File: src/rtl/ecp_pkg.sv
// Package ecp_pkg: shared types and field positions for the extended
// control register. Assumes an 8-bit register with the mode field in 7:5.
package ecp_pkg;

    typedef enum logic [2:0] {
        MODE_STD   = 3'b000,
        MODE_BIDIR = 3'b001,
        MODE_FIFO  = 3'b010,
        MODE_EXT   = 3'b011,
        MODE_EPP   = 3'b100,
        MODE_RSVD  = 3'b101,
        MODE_TEST  = 3'b110,
        MODE_CFG   = 3'b111
    } port_mode_t;

    typedef struct packed {
        port_mode_t mode;
        logic       err_ie;
        logic       dma_en;
        logic       svc;
    } ctl_t;

    localparam int MODE_HI = 7;
    localparam int MODE_LO = 5;
    localparam int ERR_IE_BIT = 4;
    localparam int DMA_EN_BIT = 3;
    localparam int SVC_BIT = 2;

    localparam ctl_t CTL_RESET = '{mode: MODE_STD, err_ie: 1'b0, dma_en: 1'b0, svc: 1'b1};

endpackage

File: src/rtl/ecp_byte_fifo.sv
// Module ecp_byte_fifo: synchronous byte FIFO with show-ahead read data
// and an occupancy count. Assumes DEPTH >= 2. A push when full and a pop
// when empty are dropped. When both arrive while full, only the pop is taken.
module ecp_byte_fifo #(
    parameter int DEPTH = 16,
    parameter int WIDTH = 8,
    localparam int AW = $clog2(DEPTH),
    localparam int CW = $clog2(DEPTH + 1)
) (
    input  logic             clk,
    input  logic             rst_n,
    input  logic             push,
    input  logic [WIDTH-1:0] push_data,
    input  logic             pop,
    output logic [WIDTH-1:0] pop_data,
    output logic [CW-1:0]    count,
    output logic             full,
    output logic             empty
);

    logic [WIDTH-1:0] mem [DEPTH];
    logic [AW-1:0]    wr_ptr;
    logic [AW-1:0]    rd_ptr;
    logic             do_push;
    logic             do_pop;

    // Qualify requests against the current occupancy.
    always_comb begin
        full    = (count == CW'(DEPTH));
        empty   = (count == '0);
        do_push = push && !full;
        do_pop  = pop && !empty;
    end

    // Store accepted bytes.
    always_ff @(posedge clk) begin
        if (do_push) begin
            mem[wr_ptr] <= push_data;
        end
    end

    // Advance pointers with wrap at DEPTH and track occupancy.
    always_ff @(posedge clk) begin
        if (!rst_n) begin
            wr_ptr <= '0;
            rd_ptr <= '0;
            count  <= '0;
        end else begin
            if (do_push) begin
                wr_ptr <= (wr_ptr == AW'(DEPTH - 1)) ? '0 : wr_ptr + 1'b1;
            end
            if (do_pop) begin
                rd_ptr <= (rd_ptr == AW'(DEPTH - 1)) ? '0 : rd_ptr + 1'b1;
            end
            if (do_push && !do_pop) begin
                count <= count + 1'b1;
            end else if (do_pop && !do_push) begin
                count <= count - 1'b1;
            end
        end
    end

    // Present the head byte.
    assign pop_data = mem[rd_ptr];

endmodule

File: src/rtl/ecp_err_edge.sv
// Module ecp_err_edge: synchronizes the active-low error input and emits a
// one-cycle pulse per falling edge. Assumes the line idles high, so the
// synchronizer resets to ones and no edge is seen after reset.
module ecp_err_edge #(
    parameter int SYNC_STAGES = 2
) (
    input  logic clk,
    input  logic rst_n,
    input  logic err_n,
    output logic err_fall
);

    logic [SYNC_STAGES-1:0] sync_q;
    logic                   last_q;

    // Shift the raw input through the synchronizer chain.
    generate
        if (SYNC_STAGES == 1) begin : g_one
            always_ff @(posedge clk) begin
                if (!rst_n) sync_q <= '1;
                else        sync_q <= err_n;
            end
        end else begin : g_chain
            always_ff @(posedge clk) begin
                if (!rst_n) sync_q <= '1;
                else        sync_q <= {sync_q[SYNC_STAGES-2:0], err_n};
            end
        end
    endgenerate

    // Remember the previous synchronized level for edge detection.
    always_ff @(posedge clk) begin
        if (!rst_n) last_q <= 1'b1;
        else        last_q <= sync_q[SYNC_STAGES-1];
    end

    assign err_fall = last_q && !sync_q[SYNC_STAGES-1];

endmodule

File: src/rtl/ecp_svc_ctl.sv
// Module ecp_svc_ctl: holds the writable control fields, runs the service
// bit and keeps the pending interrupt events. Assumes a register write wins
// over a same-cycle service event on the service bit, while a new event
// wins over the clear that the write applies to the pending flags.
module ecp_svc_ctl
    import ecp_pkg::*;
#(
    parameter int DEPTH     = 16,
    parameter int WR_THRESH = 8,
    parameter int RD_THRESH = 8,
    localparam int CW = $clog2(DEPTH + 1)
) (
    input  logic          clk,
    input  logic          rst_n,
    input  logic          reg_wr,
    input  logic [7:0]    reg_wdata,
    input  logic [CW-1:0] count,
    input  logic          dir_rev,
    input  logic          tc,
    input  logic          err_fall,
    output ctl_t          ctl,
    output logic          irq,
    output logic          dma_req
);

    logic [CW-1:0] free_cnt;
    logic          lvl_hit;
    logic          svc_event;
    logic          err_event;
    logic          svc_pend;
    logic          err_pend;

    // Decide whether an armed service condition is present this cycle.
    always_comb begin
        free_cnt  = CW'(DEPTH) - count;
        lvl_hit   = dir_rev ? (count >= CW'(RD_THRESH)) : (free_cnt >= CW'(WR_THRESH));
        svc_event = !ctl.svc && !reg_wr && (ctl.dma_en ? tc : lvl_hit);
        err_event = ctl.err_ie && err_fall;
    end

    // Update the control fields from writes and the service bit from events.
    always_ff @(posedge clk) begin
        if (!rst_n) begin
            ctl <= CTL_RESET;
        end else if (reg_wr) begin
            ctl.mode   <= port_mode_t'(reg_wdata[MODE_HI:MODE_LO]);
            ctl.err_ie <= reg_wdata[ERR_IE_BIT];
            ctl.dma_en <= reg_wdata[DMA_EN_BIT];
            ctl.svc    <= reg_wdata[SVC_BIT];
        end else if (svc_event) begin
            ctl.svc <= 1'b1;
        end
    end

    // Hold pending events until the host writes the register.
    always_ff @(posedge clk) begin
        if (!rst_n) begin
            svc_pend <= 1'b0;
            err_pend <= 1'b0;
        end else begin
            svc_pend <= (svc_pend && !reg_wr) || svc_event;
            err_pend <= (err_pend && !reg_wr) || err_event;
        end
    end

    assign irq     = svc_pend || err_pend;
    assign dma_req = ctl.dma_en && !ctl.svc;

endmodule

File: src/rtl/ecp_fifo_ctrl.sv
// Module ecp_fifo_ctrl: top of the extended control register block. It ties
// the FIFO, the error edge detector and the service logic together and
// assembles the readable register. Assumes the register bus presents one
// write strobe per access and reads combinationally.
module ecp_fifo_ctrl
    import ecp_pkg::*;
#(
    parameter int DEPTH       = 16,
    parameter int WR_THRESH   = 8,
    parameter int RD_THRESH   = 8,
    parameter int SYNC_STAGES = 2,
    localparam int CW = $clog2(DEPTH + 1)
) (
    input  logic       clk,
    input  logic       rst_n,
    input  logic       reg_wr,
    input  logic [7:0] reg_wdata,
    output logic [7:0] reg_rdata,
    input  logic       push,
    input  logic [7:0] push_data,
    input  logic       pop,
    output logic [7:0] pop_data,
    input  logic       dir_rev,
    input  logic       err_n,
    input  logic       tc,
    output logic       irq,
    output logic       dma_req,
    output logic       fifo_full,
    output logic       fifo_empty,
    output logic [2:0] port_mode
);

    logic [CW-1:0] count;
    logic          err_fall;
    ctl_t          ctl;

    ecp_byte_fifo #(.DEPTH(DEPTH), .WIDTH(8)) u_fifo (
        .clk       (clk),
        .rst_n     (rst_n),
        .push      (push),
        .push_data (push_data),
        .pop       (pop),
        .pop_data  (pop_data),
        .count     (count),
        .full      (fifo_full),
        .empty     (fifo_empty)
    );

    ecp_err_edge #(.SYNC_STAGES(SYNC_STAGES)) u_err (
        .clk      (clk),
        .rst_n    (rst_n),
        .err_n    (err_n),
        .err_fall (err_fall)
    );

    ecp_svc_ctl #(.DEPTH(DEPTH), .WR_THRESH(WR_THRESH), .RD_THRESH(RD_THRESH)) u_svc (
        .clk       (clk),
        .rst_n     (rst_n),
        .reg_wr    (reg_wr),
        .reg_wdata (reg_wdata),
        .count     (count),
        .dir_rev   (dir_rev),
        .tc        (tc),
        .err_fall  (err_fall),
        .ctl       (ctl),
        .irq       (irq),
        .dma_req   (dma_req)
    );

    // Assemble the readable register from control fields and FIFO status.
    always_comb begin
        reg_rdata = {ctl.mode, ctl.err_ie, ctl.dma_en, ctl.svc, fifo_full, fifo_empty};
        port_mode = ctl.mode;
    end

endmodule


File: config.mk
export PLATFORM = sky130hd
export DESIGN_NAME = ecp_fifo_ctrl
export DESIGN_NICKNAME = d
export VERILOG_FILES = /design/src/rtl/ecp_pkg.sv /design/src/rtl/ecp_byte_fifo.sv /design/src/rtl/ecp_err_edge.sv /design/src/rtl/ecp_svc_ctl.sv /design/src/rtl/ecp_fifo_ctrl.sv
export SDC_FILE = /design/constraint.sdc
export NUM_CORES = 1
export LEC_CHECK = 0
export BUFFER_PORTS_ARGS = -buffer_cell sky130_fd_sc_hd__buf_2
export CORE_UTILIZATION = 38
export DETAILED_ROUTE_END_ITERATION = 8
export PLACE_DENSITY = 0.65
export SLEW_MARGIN = 40
export SYNTH_ARGS = -nofsm -noshare
export SYNTH_HDL_FRONTEND = slang
export SYNTH_SLANG_ARGS = --single-unit
File: constraint.sdc
create_clock -name clk -period 4.77 [get_ports clk]
set_clock_uncertainty 0.15 [all_clocks]
set_input_delay 0.954 -clock clk [delete_from_list [all_inputs] [get_ports clk]]
set_output_delay 0.954 -clock clk [all_outputs]
set_load 0.02 [all_outputs]
==> results of run 1 <==
-- routing by layer --
layer  GRT usage  up-vias  share of wire
met4      0.0588        0          0.013
met3      0.0391       11          0.070
met1       0.186     1583           0.43
met2       0.250      103           0.49
li1            -     1521              -
met5           0        -              0
-- power breakdown --
part	internal [mW]	switching, mW
Clock	0.783	0.549
Sequential	1.54	0.110
Combinational	0.323	0.352
-- flip-flops by register name, summed over array words and instances (netlist names), named ones only --
signal and count:
u_svc.ctl 6, u_fifo.wr_ptr 4, u_svc.svc_pend 1, u_err.last_q 1
u_err.sync_q 2, u_svc.err_pend 1, u_fifo.count 5, u_fifo.rd_ptr 4
u_fifo.mem 128
-- critical path: stages, from the launching register on --
cell	delay (ps)
dfxtp_4	680
mux4_1	620
a22oi_1	280
nand2_1	160
buf_2	190
-- through the flow --
step	total power, mW	hold WS, ps	std cells	area, µm²	util
after floorplan	2.19	236	363	6300	-
after global placement	2.34	238	604	6670	0.415
after detailed placement	2.36	258	604	6670	0.416
after CTS	3.69	281	636	7260	0.452
after global routing	3.84	295	636	7280	0.453
final	3.66	270	636	7280	0.453
-- how the worst max path moves through the flow --
stage	start	to	slack [ps]	cells after the start
2_1_floorplan	u_fifo.count[0]$_SDFFE_PN0P_	u_fifo.count[4]$_SDFFE_PN0P_	1980	11
3_3_place_gp	flop	pop_data[1]	1390	5
3_5_place_dp	push	u_fifo.count[4]$_SDFFE_PN0P_	1560	9
4_1_cts	flop	pop_data[1]	1220	5
5_1_grt	flop	pop_data[1]	1070	5
6_report	flop	pop_data[0]	1310	4
-- logic make-up after synthesis --
family                     synth area share
DFF                                   0.699
and+or+nand+nor                      0.0592
AOI/OAI and AO/OA                    0.0429
muxes                                 0.138
buffers and inverters                0.0304
adders and majority gates            0.0250
xor gates and xnor gates            0.00556
-- cell usage after synthesis, types with 2 or more instances --
| master | number |
|---|---|
| inv_1 | 8 |
| nand2_1 | 17 |
| a21oi_1 | 9 |
| a31oi_1 | 3 |
| buf_6 | 3 |
| buf_2 | 4 |
| nor2b_1 | 3 |
| mux2i_1 | 8 |
| nor2_1 | 32 |
| mux4_2 | 14 |
| nand2b_1 | 7 |
| xor2_1 | 2 |
| buf_4 | 6 |
| edfxtp_1 | 128 |
| clkbuf_1 | 7 |
| xnor2_1 | 2 |
| nand3_1 | 5 |
| o211ai_1 | 2 |
| dfxtp_1 | 28 |
| a22oi_1 | 16 |
| ha_1 | 11 |
| clkdlybuf4s25_2 | 2 |
| o21ai_0 | 3 |
| or3_1 | 2 |
| mux4_1 | 18 |
| nor3_1 | 5 |
-- layout make-up --
cell class | count | area, µm² | area share
inverters | 8 | 30.0 | 0.00413
repair buffers | 49 | 258 | 0.0354
well taps | 216 | 270 | 0.0371
clock buffers | 18 | 429 | 0.0590
multi-input cells | 175 | 1720 | 0.236
flip-flops and latches | 156 | 4410 | 0.606
clock inverters | 14 | 160 | 0.0220
==> key figures, run 1 <==
Run status
  – Status: finished, final reports clean

Global route
  – Total gr overflow: 0
  – Vias in the first global route: 3,328
  – GR Util All Layers: 0.149
  – Initial antenna violation count: 0
  – First-pass GRT wire length: 18.1 mm
  – Largest net degree at the start of global routing: 33

Worst setup path
  – Cells on worst reg2reg path: 10
  – Critical Path Start Type: flop
  – Crit Path Category: flop to primary output
  – Required time worst endpoint: 3670 ps
  – Crit. End Element: primary output
  – RR Endpoint: u_fifo.count[4]$_SDFFE_PN0P_
  – Flop2flop setup slack: 1810 ps
  – CP Data Arrival Time: 2360 ps
  – CP max FO: 28
  – Worst reg2reg path startpoint: u_fifo.count[0]$_SDFFE_PN0P_

STA
  – Fin. Hold Viols: 0
  – # setup viols final: 0
  – Setup TNS: 0 ps
  – Slew margin rel.: 0.434
  – Final Critical Period: 3460 ps
  – Final WS setup: 1310 ps
  – Final Max Slew Viols: 0
  – RSZ-0062 raised after global routing: false
  – Worst-Margin Slew: 846 ps
  – Fmax: 0.289 GHz
  – Crit share post-route: 0.726

Layout
  – Most frequent cells in the layout: 128 x edfxtp_1, 44 x buf_2, 27 x nor2_1, 26 x dfxtp_1, 18 x mux4_1
  – Fraction of layout cells with a size suffix above 1: 0.245
  – Most common cell after layout, fill and taps aside: edfxtp_1
  – # diodes: 0
  – Area grow syn2layout: 15.5%
  – Fin nets: 443
  – FILL cells: 1,385

Clock tree
  – CTS Buf Count: 17
  – TritonCTS Sinks: 156
  – Clk pin slew, worst setup/hold paths: 60 ps
  – CTS Buffer Depth: 2
  – CTS tree: built
  – Post_cts resized: 0
  – H-tree levels: 4
  – Worst-Skew Late Latency: 420 ps
  – Setup Fix Bufs, Post-CTS: 0
  – CTS root buffer: clkbuf_16
  – Hold buffer count at cts: 0

Synth
  – Post-synth EDFFs: 128
  – Register area share after synthesis: 0.699
  – Cell area after synthesis: 6300 µm²
  – Main synth FF type: edfxtp_1
  – Count of cell types in the netlist: 44
  – Yosys top cell by area: edfxtp_1
  – Post-synthesis register bit count: 156
  – Post-synth top area share: 0.610
  – Synthesized area per cell: 17.4 µm²
  – Syn Nets: 399
  – Top cells by area, synth: edfxtp_1 61%, dfxtp_1 8.9%, mux4_1 7.5%
  – Mapped Cells: 363
  – Async set-reset flop share out of synthesis: 0
  – YS warnings: 0

Place
  – Final Wtd Congestion: 0.728
  – I/O Buffers: 44
  – Hpwl dp: 7.30 mm
  – Dpl ws: 1560 ps

Power
  – VDD IR max: 345 µV
  – Leakage: 2.51 nW
  – PwrDens: 503 nW/µm²

Drt
  – DRC Markers: 0
  – Initial drt markers: 219
  – Final ANT Viol Nets: 0
  – Vias per cell: 5.06
  – Drt total wl: 11.5 mm
  – Drt pass-1 iters: 4
  – Via count: 3,218
  – WL/cell: 18.1 µm

Floorplanning
  – Die height: 131 µm
  – Full die area: 17,100 µm²
  – Rows: 46
  – Initial Util: 0.392
  – Die width: 131 µm
  – Area of the core: 16,100 µm²
  – Top Ports: 47

Hold path
  – Hold EP: u_err.sync_q[1]$_SDFF_PN1_
  – HP Start: u_err.sync_q[0]$_SDFF_PN1_
  – Worst Hold Depth: 1
  – Hold Path Class: flop to flop

Job
  – Max Cap Viol: 0
Power figures use the tool's default switching activity.
==> inputs of run 2 (changes only) <==
Settings changed: ABC_AREA from default to 1, PLACE_DENSITY 0.65 to 0.66.
Clock period 4.77 ns to 2.9 ns, I/O delays scaled along.
==> key figures, run 2 <==
Run status
  – Status: finished, final reports clean (unchanged)

STA
  – Worst-Margin Slew: 623 ps (was 846 ps)
  – Fmax: 0.373 GHz
  – Slew margin rel.: 0.584 (was 0.434)
  – Fin. Hold Viols: 0 (unchanged)
  – Final Max Slew Viols: 0 (unchanged)
  – Setup TNS: 0 ps (unchanged)
  – # setup viols final: 0 (unchanged)
  – Final Critical Period: 2680 ps
  – RSZ-0062 raised after global routing: false (unchanged)
  – Crit share post-route: 0.923

Clock tree
  – Post_cts resized: 0 (unchanged)
  – H-tree levels: 4 (unchanged)
  – CTS root buffer: clkbuf_16 (unchanged)
  – CTS tree: built (unchanged)
  – Clk pin slew, worst setup/hold paths: 60 ps (about the same)
  – TritonCTS Sinks: 156 (unchanged)
  – CTS Buffer Depth: 2 (unchanged)
  – Worst-Skew Late Latency: 430 ps (was 420 ps)
  – CTS Buf Count: 17 (unchanged)

Worst setup path
  – Crit path from: u_fifo.count[0]$_SDFFE_PN0P_
  – CP top delay family: simple AND/OR/NAND/NOR gates (was flip-flops)
  – Required time worst endpoint: 3070 ps (was 3670 ps)
  – Worst path cell trace: nor2_1, nand2_1, nor2_1, ha_1, nor2_4, ha_1, inv_1, ha_1, nand3_1, nand3_1, a21oi_1, o21ai_0, nand2_1, inv_1 (was mux4_1, a22oi_1, nand2_1, buf_2)
  – Flop2flop setup slack: 220 ps (was 1810 ps)
  – Worst reg2reg path startpoint: u_fifo.count[0]$_SDFFE_PN0P_ (unchanged)
  – Slowest-stage cell, CP: dfxtp_1 (was dfxtp_4)
  – Critical Path Start Type: flop (unchanged)
  – CP Data Arrival Time: 2850 ps (was 2360 ps)
  – CP max FO: 6 (was 28)
  – Worst path bufs/invs: 2 (was 1)
  – Crit Path Category: flop to flop (was flop to primary output)
  – Max incr delay on CP: 350 ps (was 680 ps)
  – Most used cell, CP: ha_1
  – Crit. End Element: flop (was primary output)

Global route
  – Total gr overflow: 0 (unchanged)
  – Largest net degree at the start of global routing: 65 (was 33)
  – GR Util All Layers: 0.164 (was 0.149)
  – First-pass GRT wire length: 21.8 mm (was 18.1 mm)
  – Initial antenna violation count: 0 (unchanged)
  – Vias in the first global route: 4,331 (was 3,328)

Place
  – Placement Cell Area: 7140 µm² (was 6670 µm²)
  – Final Wtd Congestion: 0.799 (was 0.728)
  – I/O Buffers: 44 (unchanged)
  – Hpwl dp: 8.61 mm (was 7.30 mm)
  – DP Cell Count: 847 (was 604)

Floorplanning
  – Top Ports: 47 (unchanged)
  – Area of the core: 16,800 µm² (was 16,100 µm²)
  – Initial Util: 0.395 (was 0.392)
  – Die width: 134 µm (was 131 µm)
  – Die height: 134 µm (was 131 µm)
  – Full die area: 18,000 µm² (was 17,100 µm²)
  – Rows: 47 (was 46)

Layout
  – Max FFs per register: 128 (unchanged)
  – Fin nets: 683 (was 443)
  – Most common cell after layout, fill and taps aside: edfxtp_1 (unchanged)
  – Area grow syn2layout: 16.1% (was 15.5%)
  – Non-Filler Instances: 879 (was 636)
  – Largest regs: u_fifo.mem x128, u_svc.ctl x6, u_fifo.count x5 (unchanged)
  – Post-route cell area: 7710 µm² (was 7280 µm²)
  – Final core occ: 0.458 (was 0.453)
  – Top reg by flops: u_fifo.mem (unchanged)
  – # diodes: 0 (unchanged)
  – Fraction of layout cells with a size suffix above 1: 0.165 (was 0.245)
  – Most frequent cells in the layout: 128 x edfxtp_1, 90 x inv_1, 70 x nand2_1, 56 x nand3_1 (was 128 x edfxtp_1, 44 x buf_2, 27 x nor2_1, 26 x dfxtp_1, 18 x mux4_1)

Hold path
  – Hold Path Class: input port to flop (was flop to flop)
  – HP Start: err_n (was u_err.sync_q[0]$_SDFF_PN1_)

Synth
  – Async set-reset flop share out of synthesis: 0 (unchanged)
  – Cell area after synthesis: 6640 µm² (was 6300 µm²)
  – Top cells by area, synth: edfxtp_1 58%, dfxtp_1 8.4%, inv_1 5.1% (was edfxtp_1 61%, dfxtp_1 8.9%, mux4_1 7.5%)
  – Count of cell types in the netlist: 28 (was 44)
  – Yosys top cell by area: edfxtp_1 (unchanged)
  – Most frequent cell after synthesis: edfxtp_1 (unchanged)
  – Post-synth EDFFs: 128 (unchanged)
  – Post-synth top area share: 0.579 (was 0.610)
  – Synthesized area per cell: 11.2 µm² (was 17.4 µm²)
  – YS warnings: 0 (unchanged)
  – Post-synthesis register bit count: 156 (unchanged)
  – Syn Nets: 630 (was 399)
  – Synth cell count leaders: 128 x edfxtp_1, 90 x inv_1, 70 x nand2_1, 56 x nand3_1, 44 x o21ai_0 (was 128 x edfxtp_1, 32 x nor2_1, 28 x dfxtp_1, 18 x mux4_1, 17 x nand2_1)
  – Main synth FF type: edfxtp_1 (unchanged)
  – Register area share after synthesis: 0.663 (was 0.699)
  – Mapped Cells: 594 (was 363)

Power
  – Leakage: 2.96 nW (was 2.51 nW)
  – PwrDens: 850 nW/µm² (was 503 nW/µm²)
  – VDD IR max: 515 µV (was 345 µV)
  – Total chip power: 6.55 mW (was 3.66 mW)

Drt
  – Final ANT Viol Nets: 0 (unchanged)
  – Vias per cell: 4.99 (was 5.06)
  – Initial drt markers: 285 (was 219)
  – Drt total wl: 13.8 mm (was 11.5 mm)
  – DRC Markers: 0 (unchanged)
  – Drt pass-1 iters: 4 (unchanged)
  – Via count: 4,389 (was 3,218)
  – WL/cell: 15.7 µm (was 18.1 µm)

Job
  – Max Cap Viol: 0 (unchanged)
[run 2: cell types whose count changed after synthesis, moves of 16 or more]
cell / before / now
inv_1: 8 / 90
nand2_1: 17 / 70
nand3_1: 5 / 56
o21ai_0: 3 / 44
a21oi_1: 9 / 42
o211ai_1: 2 / 22
mux4_1: 18 / 0
a22oi_1: 16 / 0
[run 2: layout make-up]
type,count,area (µm²)
inverters,91,342
fillers,1550,9110
multi-input cells,315,1700
repair buffers,66,427
clock buffers,20,437
flip-flops and latches,156,4410
clock inverters,11,119
well taps,220,275
[run 2: kinds of logic (layout without fill, tap and decap cells)]
| kind of cell | after synthesis | in the layout | share of synthesized area |
|---|---|---|---|
| compound gates | 122 | 122 | 0.112 |
| fa+ha+maj | 12 | 12 | 0.0237 |
| flops | 156 | 156 | 0.663 |
| buf+inv | 123 | 188 | 0.0803 |
| xor+xnor | 5 | 5 | 0.00660 |
| simple gates | 176 | 176 | 0.114 |
[run 2: path summary, 6_finish.rpt]
path                             endpoint  cells after the start
min reg2reg    u_err.sync_q[1]$_SDFF_PN1_                      1
max          u_fifo.count[3]$_SDFFE_PN0P_                     14
min            u_err.sync_q[0]$_SDFF_PN1_                      2
max reg2reg  u_fifo.count[3]$_SDFFE_PN0P_                     14
[run 2: what timing repair did]
| item | 4_1_cts | 5_1_grt |
|---|---|---|
| endpoints found under the setup margin | 0 | 1 |
| setup buffers | 0 | 1 |
| hold buffers | 0 | 0 |
| endpoints found under the hold margin | 0 | 0 |
[run 2: worst register-to-register path: stages, from the launching register on]
cell,delay (ps)
dfxtp_1,350
nor2_1,180
nand2_1,90
nor2_1,170
ha_1,260
nor2_4,80
ha_1,220
inv_1,140
ha_1,300
nand3_1,120
nand3_1,100
a21oi_1,190
o21ai_0,130
nand2_1,70
inv_1,40
[run 2: stage by stage]
stage	setup slack (ps)	hold WS, ps
final	222	207
after global routing	37.9	194
after CTS	147	181
after detailed placement	338	256
after global placement	441	248
after floorplan	381	243
[run 2: where the power goes]
part	internal [mW]	total, mW	switching (mW)
clock network	1.26	2.12	0.859
registers	2.54	2.66	0.117
logic	0.640	1.78	1.14
[run 2: metal layers]
layer  part of all wire  track usage  up-vias
li1                   -            -     2143
met1               0.43        0.192     2096
met2               0.50        0.282      132
met3              0.058       0.0423       18
met4              0.018       0.0705        0
met5                  0            0        -
==> inputs of run 3 (changes only) <==
Settings changed: ABC_AREA 1 to default, PLACE_DENSITY 0.66 to 0.67.
==> key figures, run 3 (synthesis gave the netlist of run 1 again) <==
Layout
  – Area grow syn2layout: 19.2% (was 16.1%)
  – Area taken by multi-input logic gates: 1760 µm² (was 1700 µm²)
  – Largest regs: u_fifo.mem x128, u_svc.ctl x6, u_fifo.count x5 (unchanged)
  – Non-Filler Instances: 644 (was 879)
  – # diodes: 0 (unchanged)
  – Top reg by flops: u_fifo.mem (unchanged)
  – Most common cell after layout, fill and taps aside: edfxtp_1 (unchanged)
  – Max FFs per register: 128 (unchanged)
  – Reg area: 4410 µm² (about the same)
  – Fin nets: 451 (was 683)
  – Fraction of layout cells with a size suffix above 1: 0.285 (was 0.165)
  – FILL cells: 1,340 (was 1,550)
  – Most frequent cells in the layout: 128 x edfxtp_1, 44 x buf_2, 27 x dfxtp_1, 21 x nor2_1, 18 x clkbuf_16 (was 128 x edfxtp_1, 90 x inv_1, 70 x nand2_1, 56 x nand3_1)

STA
  – Final Max Slew Viols: 0 (unchanged)
  – Fin. Hold Viols: 0 (unchanged)
  – Final Critical Period: 2840 ps (was 2680 ps)
  – Slew margin rel.: 0.483 (was 0.584)
  – Hold Slack: 191 ps (was 207 ps)
  – Worst-Margin Slew: 773 ps (was 623 ps)
  – Crit share post-route: 0.978 (was 0.923)
  – Setup TNS: 0 ps (unchanged)
  – Fmax: 0.353 GHz (was 0.373 GHz)
  – # setup viols final: 0 (unchanged)

Floorplanning
  – Die width: 131 µm (was 134 µm)
  – Die height: 131 µm (was 134 µm)
  – Initial Util: 0.392 (was 0.395)
  – Top Ports: 47 (unchanged)
  – Area of the core: 16,100 µm² (was 16,800 µm²)
  – Rows: 46 (was 47)
  – Full die area: 17,100 µm² (was 18,000 µm²)

Drt
  – Via count: 3,309 (was 4,389)
  – WL/cell: 18.6 µm (was 15.7 µm)
  – Drt pass-1 iters: 4 (unchanged)
  – DRC Markers: 0 (unchanged)
  – Drt total wl: 12.0 mm (was 13.8 mm)
  – Final ANT Viol Nets: 0 (unchanged)
  – Initial drt markers: 219 (was 285)
  – Vias per cell: 5.14 (was 4.99)

Clock tree
  – CTS tree: built (unchanged)
  – CTS root buffer: clkbuf_16 (unchanged)
  – TritonCTS Sinks: 156 (unchanged)
  – CTS Buf Count: 17 (unchanged)
  – Hold buffer count at cts: 0 (unchanged)
  – CTS Buffer Depth: 2 (unchanged)
  – Worst-Skew Late Latency: 420 ps (was 430 ps)
  – Clk pin slew, worst setup/hold paths: 60 ps (about the same)
  – H-tree levels: 4 (unchanged)

Power
  – PwrDens: 855 nW/µm² (was 850 nW/µm²)
  – VDD IR max: 480 µV (was 515 µV)
  – Leakage: 2.60 nW (was 2.96 nW)
  – Total chip power: 6.42 mW (was 6.55 mW)

Global route
  – GRT busiest layer: met2 (unchanged)
  – Total gr overflow: 0 (unchanged)
  – GR met3 Demand/Resource: 0.0452 (was 0.0423)
  – GR Util met2: 0.252 (was 0.282)
  – Largest net degree at the start of global routing: 33 (was 65)
  – First-pass GRT wire length: 18.2 mm (was 21.8 mm)
  – GR Util All Layers: 0.150 (was 0.164)
  – Initial antenna violation count: 2 (was 0)
  – Vias in the first global route: 3,346 (was 4,331)
  – Global Route met1 Usage: 0.186 (was 0.192)

Place
  – Final Wtd Congestion: 0.722 (was 0.799)
  – Hpwl dp: 7.31 mm (was 8.61 mm)
  – DP Cell Count: 609 (was 847)
  – I/O Buffers: 44 (unchanged)

Worst setup path
  – Critical Path Start Type: flop (unchanged)
  – Required time worst endpoint: 2170 ps (was 3070 ps)
  – Crit Path Category: flop to primary output (was flop to flop)
  – CP Data Arrival Time: 2110 ps (was 2850 ps)
  – Crit. End Element: primary output (was flop)
  – CP max FO: 8 (was 6)

Run status
  – Status: finished, final reports clean (unchanged)

Job
  – Max Cap Viol: 0 (unchanged)

Hold path
  – Hold Path Class: input port to flop (unchanged)
## run 3: changes by cell type in the layout (fill, tap and decap cells not counted), sizes merged, moves of 7 or more
cell / previous run / this run
buf: 66 / 56
nand2b: 0 / 7
o21ai: 46 / 3
nor2: 42 / 32
mux2i: 0 / 8
mux4: 0 / 32
a21oi: 42 / 9
nand3: 56 / 5
inv: 93 / 13
o211ai: 32 / 2
a22oi: 0 / 16
nand2: 70 / 17
## run 3: worst paths after layout
path	startpoint	endpoint	slack, ps	cells after the start
worst max-delay path	flop	pop_data[7]	60	5
worst min-delay path	err_n	u_err.sync_q[0]$_SDFF_PN1_	190	2
worst max register to register	u_fifo.count[0]$_SDFFE_PN0P_	u_fifo.count[4]$_SDFFE_PN0P_	280	10
worst min register to register	u_err.sync_q[0]$_SDFF_PN1_	u_err.sync_q[1]$_SDFF_PN1_	260	1
## run 3: final cells by class
cell class / count / share of cell area
Inverter: 8 / 0.00400
Multi-Input combinational cell: 175 / 0.235
Tap cell: 216 / 0.0360
Clock inverter: 14 / 0.0307
Sequential cell: 156 / 0.587
Timing Repair Buffer: 57 / 0.0506
Clock buffer: 18 / 0.0571
## run 3: what timing repair did
action | CTS | global route
setup buffers | 0 | 1
pin swaps | 0 | 1
setup endpoints to repair | 6 | 6
gates resized for setup | 4 | 5
gates cloned | 1 | 1
## run 3: stage by stage
step | utilization | worst slack [ps] | instance area (µm²)
floorplan | - | 108 | 6300
global placement | 0.419 | 272 | 6730
detailed placement | 0.419 | 186 | 6730
CTS | 0.462 | 2.43 | 7420
global route | 0.468 | -2.76 | 7510
finish | 0.468 | 64.6 | 7510
## run 3: critical path, stage by stage, from the launching register on
cell and delay, ps:
dfxtp_4 420, buf_12 160, mux4_1 570, a22oi_2 220, nand2_1 120, buf_2 180
## run 3: routing by layer
layer,vias up,part of all wire
met4,4,0.011
met3,16,0.054
met1,1675,0.44
met5,-,0.0017
met2,88,0.49
li1,1526,-
## run 3: power breakdown
| group | internal, mW | switching (mW) |
|---|---|---|
| combinational | 0.632 | 0.703 |
| clock | 1.55 | 0.907 |
| sequential | 2.53 | 0.102 |
